--- config.mk ---
export PLATFORM = sky130hd
export DESIGN_NAME = ebm_link
export DESIGN_NICKNAME = d
export VERILOG_FILES = /design/src/rtl/ebm_pkg.sv /design/src/rtl/ebm_esc_pick.sv /design/src/rtl/ebm_stage.sv /design/src/rtl/ebm_link.sv
export SDC_FILE = /design/constraint.sdc
export NUM_CORES = 1
export LEC_CHECK = 0
export BUFFER_PORTS_ARGS = -buffer_cell sky130_fd_sc_hd__buf_4
export CELL_PAD_IN_SITES_DETAIL_PLACEMENT = 1
export CELL_PAD_IN_SITES_GLOBAL_PLACEMENT = 2
export CORE_AREA = 2 2 123 125
export DETAILED_ROUTE_END_ITERATION = 12
export DIE_AREA = 0 0 125 127
export PLACE_DENSITY_LB_ADDON = 0.3
export SLEW_MARGIN = 20
export SYNTH_ARGS = -nofsm -noshare
export SYNTH_HDL_FRONTEND = slang
export SYNTH_SLANG_ARGS = --single-unit
--- constraint.sdc ---
create_clock -name clk -period 2.2 [get_ports clk]
set_clock_uncertainty 0.1 [all_clocks]
set_input_delay 0.22 -clock clk [delete_from_list [all_inputs] [get_ports clk]]
set_output_delay 0.22 -clock clk [all_outputs]
set_load 0.005 [all_outputs]
--- src/rtl/ebm_pkg.sv ---
package ebm_pkg;
  typedef enum logic {
    LANE_NORMAL = 1'b0,
    LANE_ESCAPE = 1'b1
  } route_e;
endpackage

--- src/rtl/ebm_esc_pick.sv ---
module ebm_esc_pick #(
  parameter int NUM_DROPS = 4,
  parameter int HERE      = 0,
  localparam int DEST_W   = $clog2(NUM_DROPS)
) (
  input  logic [NUM_DROPS-1:0] esc_free,
  output logic                 found,
  output logic [DEST_W-1:0]    tgt
);
  // scan from the far end so the nearest free tap overwrites the others
  always_comb begin
    found = 1'b0;
    tgt   = '0;
    for (int j = NUM_DROPS - 1; j >= 0; j--) begin
      if (j > HERE && esc_free[j]) begin
        found = 1'b1;
        tgt   = DEST_W'(j);
      end
    end
  end
endmodule

--- src/rtl/ebm_stage.sv ---
module ebm_stage
  import ebm_pkg::*;
#(
  parameter int IDX         = 0,
  parameter int NUM_DROPS   = 4,
  parameter int DATA_W      = 16,
  parameter int BLOCK_LIMIT = 16,
  localparam int DEST_W     = $clog2(NUM_DROPS),
  localparam int CNT_W      = $clog2(BLOCK_LIMIT)
) (
  input  logic              clk,
  input  logic              rst_n,
  input  logic              up_valid,
  input  logic              up_vc,
  input  logic [DEST_W-1:0] up_dest,
  input  route_e            up_route,
  input  logic [DEST_W-1:0] up_tgt,
  input  logic [DATA_W-1:0] up_data,
  output logic              take_ok,
  input  logic              dn_take,
  input  logic [1:0]        lane_rdy,
  input  logic              esc_free_here,
  input  logic              esc_found,
  input  logic [DEST_W-1:0] esc_pick,
  output logic              q_valid,
  output logic              q_vc,
  output logic [DEST_W-1:0] q_dest,
  output route_e            q_route,
  output logic [DEST_W-1:0] q_tgt,
  output logic [DATA_W-1:0] q_data,
  output logic              exit_want,
  output logic              fwd_req
);
  localparam logic [DEST_W-1:0] HERE    = DEST_W'(IDX);
  localparam logic [CNT_W-1:0]  CNT_MAX = CNT_W'(BLOCK_LIMIT - 1);

  logic [CNT_W-1:0] stall_cnt;
  logic exit_ok, fwd_ok, leaving, load, stalled, escaping;

  assign escaping  = (q_route == LANE_ESCAPE);
  assign exit_want = q_valid && (escaping ? (q_tgt == HERE) : (q_dest == HERE));
  assign exit_ok   = exit_want && (escaping ? esc_free_here : lane_rdy[q_vc]);
  assign fwd_req   = q_valid && !exit_want;
  assign fwd_ok    = fwd_req && dn_take;
  assign leaving   = exit_ok || fwd_ok;
  assign take_ok   = !q_valid || leaving;
  assign load      = up_valid && take_ok;
  assign stalled   = q_valid && !escaping && (q_dest == HERE) && !exit_ok;

  always_ff @(posedge clk or negedge rst_n) begin
    if (!rst_n) begin
      q_valid   <= 1'b0;
      q_vc      <= 1'b0;
      q_dest    <= '0;
      q_route   <= LANE_NORMAL;
      q_tgt     <= '0;
      q_data    <= '0;
      stall_cnt <= '0;
    end else if (load) begin
      q_valid   <= 1'b1;
      q_vc      <= up_vc;
      q_dest    <= up_dest;
      q_route   <= up_route;
      q_tgt     <= up_tgt;
      q_data    <= up_data;
      stall_cnt <= '0;
    end else if (leaving) begin
      q_valid   <= 1'b0;
      stall_cnt <= '0;
    end else if (stalled) begin
      if (stall_cnt == CNT_MAX) begin
        if (esc_found) begin
          q_route   <= LANE_ESCAPE;
          q_tgt     <= esc_pick;
          stall_cnt <= '0;
        end
      end else begin
        stall_cnt <= stall_cnt + 1'b1;
      end
    end
  end
endmodule

--- src/rtl/ebm_link.sv ---
module ebm_link
  import ebm_pkg::*;
#(
  parameter int NUM_DROPS   = 4,
  parameter int DATA_W      = 16,
  parameter int BLOCK_LIMIT = 16,
  localparam int DEST_W     = $clog2(NUM_DROPS)
) (
  input  logic                        clk,
  input  logic                        rst_n,
  input  logic                        in_valid,
  input  logic                        in_vc,
  input  logic [DEST_W-1:0]           in_dest,
  input  logic [DATA_W-1:0]           in_data,
  input  logic [2*NUM_DROPS-1:0]      drop_ready,
  input  logic [NUM_DROPS-1:0]        esc_free,
  output logic                        in_ready,
  output logic [NUM_DROPS-1:0]        drop_valid,
  output logic [NUM_DROPS-1:0]        drop_escape,
  output logic [NUM_DROPS-1:0]        drop_vc,
  output logic [NUM_DROPS*DEST_W-1:0] drop_dest,
  output logic [NUM_DROPS*DATA_W-1:0] drop_data
);
  logic   [NUM_DROPS-1:0] take_ok, fwd_req, st_valid, st_vc, found;
  route_e                 st_route [NUM_DROPS];
  logic   [DEST_W-1:0]    st_dest  [NUM_DROPS];
  logic   [DEST_W-1:0]    st_tgt   [NUM_DROPS];
  logic   [DEST_W-1:0]    pick     [NUM_DROPS];
  logic   [DATA_W-1:0]    st_data  [NUM_DROPS];

  assign in_ready = take_ok[0];

  for (genvar i = 0; i < NUM_DROPS; i++) begin : g_stage
    logic              u_valid, u_vc, d_take;
    logic [DEST_W-1:0] u_dest, u_tgt;
    route_e            u_route;
    logic [DATA_W-1:0] u_data;

    if (i == 0) begin : g_head
      assign u_valid = in_valid;
      assign u_vc    = in_vc;
      assign u_dest  = in_dest;
      assign u_route = LANE_NORMAL;
      assign u_tgt   = '0;
      assign u_data  = in_data;
    end else begin : g_body
      assign u_valid = fwd_req[i-1];
      assign u_vc    = st_vc[i-1];
      assign u_dest  = st_dest[i-1];
      assign u_route = st_route[i-1];
      assign u_tgt   = st_tgt[i-1];
      assign u_data  = st_data[i-1];
    end

    if (i == NUM_DROPS - 1) begin : g_tail
      assign d_take = 1'b0;
    end else begin : g_mid
      assign d_take = take_ok[i+1];
    end

    ebm_esc_pick #(.NUM_DROPS(NUM_DROPS), .HERE(i)) u_pick (
      .esc_free (esc_free),
      .found    (found[i]),
      .tgt      (pick[i])
    );

    ebm_stage #(
      .IDX(i), .NUM_DROPS(NUM_DROPS), .DATA_W(DATA_W), .BLOCK_LIMIT(BLOCK_LIMIT)
    ) u_stage (
      .clk           (clk),
      .rst_n         (rst_n),
      .up_valid      (u_valid),
      .up_vc         (u_vc),
      .up_dest       (u_dest),
      .up_route      (u_route),
      .up_tgt        (u_tgt),
      .up_data       (u_data),
      .take_ok       (take_ok[i]),
      .dn_take       (d_take),
      .lane_rdy      (drop_ready[2*i +: 2]),
      .esc_free_here (esc_free[i]),
      .esc_found     (found[i]),
      .esc_pick      (pick[i]),
      .q_valid       (st_valid[i]),
      .q_vc          (st_vc[i]),
      .q_dest        (st_dest[i]),
      .q_route       (st_route[i]),
      .q_tgt         (st_tgt[i]),
      .q_data        (st_data[i]),
      .exit_want     (drop_valid[i]),
      .fwd_req       (fwd_req[i])
    );

    assign drop_escape[i]                = (st_route[i] == LANE_ESCAPE);
    assign drop_vc[i]                    = st_vc[i];
    assign drop_dest[i*DEST_W +: DEST_W] = st_dest[i];
    assign drop_data[i*DATA_W +: DATA_W] = st_data[i];
  end
endmodule

==> run_results.csv, run 1 <==
group,metric,value,unit
sta,finalSetupViolCount,49,
clocking,clk_path_buf_depth,2,
critical_path,endpoint_kind,"output port",
critical_path,cpMostUsedCell,"mux2_4",
sta,worstMarginPinSlew,0.4505,ns
finish,fin_cells,712,
sta,drv_slew,0,
floorplanning,initial_utilization,0.3188,
sta,max_freq,404.5,MHz
synthesis,yosys-top-cells-count,"dfrtp_1, mux2_2, mux2_4, nand2_1",
clocking,clock_latency,0.35,ns
finish,nNetsFinal,560,
synthesis,yosys-top-cells-area,"dfrtp_1, mux2_2, mux2_4, buf_4, nand2_1",
synthesis,syn_area_per_cell,13.52,um^2
critical_path,cp_data_arrival_time,2.15,ns
grt,grt_use_total,0.1632,
hold_path,hold_depth,2,
critical_path,cp_num_buf_inv,2,
critical_path,crit_path_max_incr_delay,0.40,ns
critical_path,crit_path_cell_trace,"mux2_4, mux2_4, nor3b_4, a311oi_4, buf_4, or2_4, buf_6",
sta,slew_headroom,0.6997,
routing,wl_per_cell,18.05,um
floorplanning,core_area,14420,um^2
synthesis,synth_warnings,0,
sta,min_period,2.472,ns
clocking,cts_tree,"built",
sta,grt_setup_unrepaired,"true",
critical_path,worst_ep_required_time,1.88,ns
synthesis,synth_edf_count,0,
routing,drtIter0Drc,128,
grt,grt-ovfl-total,0,
finish,drive_above_1_share,0.5606,
clocking,clk_pin_slew,0.07,ns
critical_path,worst_path_dominant_cell_family,"multiplexers",
floorplanning,rows,44,
grt,grt_first_pass_wirelength,20560,um
routing,vias_per_cell,4.760,
clocking,cts_root_buffer,"clkbuf_16",
clocking,cts_buffers,9,
grt,grt_pass1_vias,3763,
run,drv_cap,0,
place,io_buffer_count,118,
critical_path,worstSetupPathDepth,7,
routing,drc,0,
routing,first_pass_iters,4,
finish,area_delta_synth_final,46.72,%
sta,timing.final.crit_share,1.124,
synthesis,synth.most_common_cell,"dfrtp_1",
grt,grt_max_degree,47,
synthesis,syn-cell-area,4598,um^2
synthesis,syn_inst,340,
power_and_ir_drop,max-vdd-ir-drop,0.0006748,V
synthesis,yosys.area.top_type,"dfrtp_1",
critical_path,start_kind,"flip-flop",
synthesis,syn_nets,377,
run_status,violations,"negative setup slack",
critical_path,reg2regPathDepth,8,
floorplanning,die_area,15880,um^2
place,dp_cells,667,
run_status,outcome,"finished with violations",
critical_path,worstSetupPathType,"reg2out",
power_and_ir_drop,powerDensity,1443,nW/um^2
place,dp_slack,-0.1185,ns
critical_path,rrSetupSlack,-0.20,ns
finish,diodes,0,
clocking,h-tree-depth,3,
routing,vias,3389,
synthesis,seq_area_frac_synth,0.5660,
floorplanning,die_h,127,um
power_and_ir_drop,cellLeakagePower,3.313,nW
place,hpwl,9153,um
synthesis,synth_top_area_share,0.5660,
clocking,clkSinkCount,104,
grt,grt_antenna_before_repair,0,
hold_path,hold_path_class,"in2reg",
routing,routed_wirelength,12850,um
place,place_congestion,0.7886,
routing,ant_nets,0,
critical_path,crit_fanout,2,
floorplanning,io_pins,119,
finish,final_util,0.4677,
floorplanning,fp.dieW,125,um
sta,hold_viol,0,
sta,worst_slack,-0.2721,ns
synthesis,synth_seq_cells,104,
synthesis,async_flop_share,1.000,
synthesis,synth_flop_cell,"dfrtp_1",
synthesis,yosysUniqueCellTypes,54,
critical_path,cpMaxStageDelayCell,"dfrtp_1",
[sequential cells by signal (all words and copies together), names as in the netlist]
name                       flops
g_stage.u_stage.q_data        64
g_stage.u_stage.stall_cnt     12
g_stage.u_stage.q_dest         8
g_stage.u_stage.q_tgt          8
g_stage.u_stage.q_route        4
g_stage.u_stage.q_valid        4
g_stage.u_stage.q_vc           4
[final timing paths]
check | start | to
max in group asynchronous | rst_n | g_stage[0].u_stage.q_route$_DFFE_PN0P_
min in group asynchronous | rst_n | g_stage[3].u_stage.q_route$_DFFE_PN0P_
worst max-delay path | g_stage[1].u_stage.q_vc$_DFFE_PN0N_ | in_ready
worst min-delay path | in_dest[1] | g_stage[0].u_stage.q_dest[1]$_DFFE_PN0N_
worst min register to register | g_stage[1].u_stage.q_tgt[1]$_DFFE_PN0P_ | g_stage[2].u_stage.q_tgt[1]$_DFFE_PN0P_
worst max register to register | g_stage[1].u_stage.q_vc$_DFFE_PN0N_ | g_stage[0].u_stage.q_data[1]$_DFFE_PN0N_
[layout by cell type, fill, tap and decap left out, types with 2 or more instances in the layout]
| master | count |
|---|---|
| a211o_1 | 2 |
| a21o_1 | 2 |
| a21oi_1 | 9 |
| a22o_1 | 2 |
| a31o_4 | 2 |
| a31oi_2 | 2 |
| and3_1 | 6 |
| buf_12 | 3 |
| buf_4 | 160 |
| buf_6 | 7 |
| buf_8 | 4 |
| clkbuf_16 | 10 |
| dfrtp_1 | 103 |
| dlygate4sd3_1 | 17 |
| ha_1 | 3 |
| inv_1 | 7 |
| inv_6 | 2 |
| mux2_2 | 49 |
| mux2_4 | 32 |
| mux2i_1 | 3 |
| nand2_1 | 18 |
| nand2b_1 | 3 |
| nand3_1 | 6 |
| nand3b_1 | 2 |
| nand4bb_1 | 2 |
| nor2_1 | 14 |
| nor2b_1 | 2 |
| nor3_1 | 5 |
| nor3b_2 | 2 |
| nor4_1 | 2 |
| o21ai_0 | 9 |
| xor2_1 | 2 |
[layout make-up]
class | count | area, um^2
tap | 184 | 230.2
multi-input combinational | 208 | 1982
timing repair buffer | 193 | 1623
sequential | 104 | 2604
inverter | 7 | 26.28
clock buffer | 11 | 242.7
clock inverter | 5 | 38.79
fill | 1525 | 7677
[report_power, final]
part / internal [mW] / switching [mW] / leakage, nW
Sequential: 2.58 / 0.536 / 1.30
Combinational: 3.17 / 1.92 / 1.87
Clock: 0.808 / 0.726 / 0.137
[kinds of logic (layout without fill, tap and decap cells)]
family | after synthesis | after routing | share of synthesized area
simple gates | 75 | 75 | 0.09143
buf+inv | 28 | 216 | 0.04027
xor+xnor | 3 | 3 | 0.005715
fa+ha+maj | 3 | 3 | 0.008164
mux | 84 | 84 | 0.2196
flops | 104 | 104 | 0.5660
compound gates | 43 | 43 | 0.06884
[through the flow]
stage / area, um^2 / hold slack (ns) / power, mW / setup TNS (ns)
after floorplan: 4598 / -0.1756 / 5.271 / 0
after global placement: 5957 / 0.09492 / 7.211 / -0.2969
after detailed placement: 5957 / 0.1013 / 7.327 / -3.193
after CTS: 6624 / 0.002219 / 9.598 / -8.976
after global routing: 6746 / 0.01105 / 10.34 / -9.122
final: 6746 / 0.009552 / 9.734 / -5.804
[per-layer routing]
metal,track usage,vias to the layer above,routed length (um),share of wire
li1,-,1581,-,-
met1,0.2153,1720,5779,0.45
met2,0.2756,76,6399,0.50
met3,0.03015,12,519,0.040
met4,0.04902,0,150,0.012
met5,0,-,0,0
[timing repair]
action	CTS	global route
setup buffers	10	5
pin swaps	10	8
gates cloned	2	1
resized for setup	26	31
setup endpoints to repair	45	70
hold endpoints to repair	46	0
hold buffers	17	0
No activity file was read; power rests on OpenSTA's default activity.
==> inputs of run 2 (changes only) <==
--- a/config.mk
+++ b/config.mk
@@ -8,9 +8,10 @@
 export BUFFER_PORTS_ARGS = -buffer_cell sky130_fd_sc_hd__buf_4
 export CELL_PAD_IN_SITES_DETAIL_PLACEMENT = 1
 export CELL_PAD_IN_SITES_GLOBAL_PLACEMENT = 2
-export CORE_AREA = 2 2 123 125
+export CORE_AREA = 2 2 122 124
+export CTS_BUF_LIST = sky130_fd_sc_hd__clkbuf_8
 export DETAILED_ROUTE_END_ITERATION = 12
-export DIE_AREA = 0 0 125 127
+export DIE_AREA = 0 0 124 126
 export PLACE_DENSITY_LB_ADDON = 0.3
 export SLEW_MARGIN = 20
 export SYNTH_ARGS = -nofsm -noshare
==> run 2 against run 1 <==
  * The flow still finishes with violations (negative setup slack)
  * Critical path depth is 2 higher
  * Combinational power shrank 6.3%
  * Die area down 1.6%
  * Core utilization down 0.54 points
  * Fmax decreased by 1.0%
  * Worst hold slack better by 0.10 ns
  * Clock power fell by 16%
  * Global-route usage grew 0.78 points
  * Final area fell by 1.9%
  * Setup slack got worse by 0.025 ns
  * Sequential share of layout area is 0.75 points higher
  * Largest cell class unchanged
  * Largest power group unchanged
==> run_results.csv, run 2 (synthesized netlist as in run 1, its figures left out) <==
group,metric,value,unit
run_status,outcome,"finished with violations",
run_status,violations,"negative setup slack",
critical_path,endpoint_kind,"flip-flop",
power_and_ir_drop,p_sw,3.023,mW
routing,vias,3420,
grt,grt_antenna_before_repair,0,
sta,worstMarginPinSlew,0.3822,ns
place,place_area,5934,um^2
critical_path,cp_data_arrival_time,2.66,ns
place,io_buffer_count,118,
critical_path,cpMaxStageDelayCell,"dfrtp_1",
floorplanning,io_pins,119,
clocking,clk_pin_slew,0.09,ns
clocking,cts_buffers,9,
sta,worst_slack,-0.2974,ns
finish,largest_register_ffs,64,
critical_path,crit_path_max_incr_delay,0.41,ns
power_and_ir_drop,cellLeakagePower,3.232,nW
floorplanning,core_area,14310,um^2
critical_path,cpMostUsedCell,"mux2_4",
routing,ant_nets,0,
finish,fin_cells,715,
routing,drc,0,
place,hpwl,9134,um
clocking,cts_tree,"built",
sta,slew_headroom,0.7443,
critical_path,crit_fanout,5,
routing,drtIter0Drc,167,
finish,nNetsFinal,564,
routing,wl_per_cell,17.92,um
finish,largestRegisters,"g_stage.u_stage.q_data (64), g_stage.u_stage.stall_cnt (12)",
sta,max_freq,400.4,MHz
finish,final_cell_mix,"buf_4, dfrtp_1, mux2_2, dlygate4sd3_1, mux2_4",
clocking,clk_path_buf_depth,2,
place,dp_cells,664,
clocking,clock_latency,0.37,ns
grt,grt_pass1_vias,3809,
finish,diodes,0,
power_and_ir_drop,combPwrFrac,0.520,
grt,grt_use_total,0.1711,
power_and_ir_drop,p_sw_frac,0.3297,
sta,timing.final.crit_share,1.135,
sta,tns,-5.901,ns
sta,drv_slew,0,
place,place_congestion,0.7710,
finish,drive_above_1_share,0.5518,
clocking,h-tree-depth,3,
clocking,clkSinkCount,104,
floorplanning,initial_utilization,0.3212,
sta,min_period,2.497,ns
finish,top_register,"g_stage.u_stage.q_data",
power_and_ir_drop,powerDensity,1386,nW/um^2
sta,finalSetupViolCount,33,
power_and_ir_drop,internal_power,6.146,mW
power_and_ir_drop,p_clk_frac,0.141,
grt,grt-ovfl-total,0,
routing,vias_per_cell,4.783,
finish,final_common_cell,"buf_4",
clocking,cts_root_buffer,"clkbuf_8",
sta,grt_setup_unrepaired,"true",
floorplanning,die_h,126,um
finish,area_delta_synth_final,43.92,%
hold_path,hold_path_class,"in2reg",
sta,hold-worst-slack,0.1137,ns
critical_path,worst_path_dominant_cell_family,"multiplexers",
floorplanning,fp.dieW,124,um
finish,final_area,6618,um^2
routing,routed_wirelength,12810,um
routing,first_pass_iters,4,
critical_path,crit_path_cell_trace,"mux2_4, mux2_4, nor3b_4, a311oi_4, buf_4, o21ai_4, buf_6, buf_12, mux2_2",
critical_path,worstSetupPathType,"reg2reg",
critical_path,worst_ep_required_time,2.36,ns
critical_path,start_kind,"flip-flop",
floorplanning,rows,44,
floorplanning,die_area,15620,um^2
grt,grt_first_pass_wirelength,20430,um
grt,grt_max_degree,47,
critical_path,cp_num_buf_inv,3,
sta,hold_viol,0,
run,drv_cap,0,
power_and_ir_drop,max-vdd-ir-drop,0.0007200,V
power_and_ir_drop,seq_power_share,0.339,
run 2: timing repair:
action                                  CTS  global route
hold endpoints to repair                124             0
hold buffers                             21             0
endpoints found under the setup margin   56            72
buffers inserted                          9             6
cloned                                    2             0
gates resized for setup                  18            13
pin swaps                                 8             5
run 2: final timing paths:
check | startpoint | endpoint | slack [ns] | cells past startpoint
worst max register to register | g_stage[1].u_stage.q_vc$_DFFE_PN0N_ | g_stage[0].u_stage.q_dest[1]$_DFFE_PN0N_ | -0.30 | 9
worst max-delay path | g_stage[1].u_stage.q_vc$_DFFE_PN0N_ | g_stage[0].u_stage.q_dest[1]$_DFFE_PN0N_ | -0.30 | 9
min in group asynchronous | rst_n | g_stage[2].u_stage.stall_cnt[1]$_DFFE_PN0P_ | 0.16 | 2
worst min register to register | g_stage[1].u_stage.q_tgt[1]$_DFFE_PN0P_ | g_stage[2].u_stage.q_tgt[1]$_DFFE_PN0P_ | 0.40 | 2
max in group asynchronous | rst_n | g_stage[1].u_stage.q_route$_DFFE_PN0P_ | 1.24 | 3
worst min-delay path | esc_free[2] | g_stage[1].u_stage.q_tgt[0]$_DFFE_PN0P_ | 0.11 | 3
run 2: power groups by stage:
| stage | logic [mW] | registers, mW | clock network (mW) |
|---|---|---|---|
| 3_5_place_dp | 4.15 | 3.13 | 0 |
| 6_report | 4.77 | 3.11 | 1.29 |
| 4_1_cts | 4.73 | 3.10 | 1.34 |
| 3_3_place_gp | 4.05 | 3.09 | 0 |
| 2_1_floorplan | 2.18 | 3.09 | 0 |
| 5_1_grt | 5.15 | 3.22 | 1.41 |
run 2: routing by layer:
metal / share of wire / GRT usage
met5: 0 / 0
met4: 0.020 / 0.05023
met3: 0.052 / 0.04937
met2: 0.50 / 0.2812
met1: 0.43 / 0.2184
run 2: final cells by class:
| class | count | area [um^2] |
|---|---|---|
| inverter | 7 | 26.28 |
| multi-input combinational | 208 | 1893 |
| fill | 1528 | 7696 |
| sequential | 104 | 2604 |
| tap | 184 | 230.2 |
| clock inverter | 6 | 85.08 |
| clock buffer | 9 | 123.9 |
| timing repair buffer | 197 | 1655 |
run 2: worst min-delay path, stage by stage:
cell,delay (ns)
buf_4,0.11
nand2b_1,0.15
a221oi_2,0.07
run 2: per-stage QoR:
stage	util	setup slack (ns)	total power, mW
floorplan	-	0.005151	5.271
global placement	0.4146	-0.03673	7.145
detailed placement	0.4146	-0.1206	7.274
CTS	0.4569	-0.3431	9.166
global route	0.4623	-0.3624	9.781
finish	0.4623	-0.2974	9.169
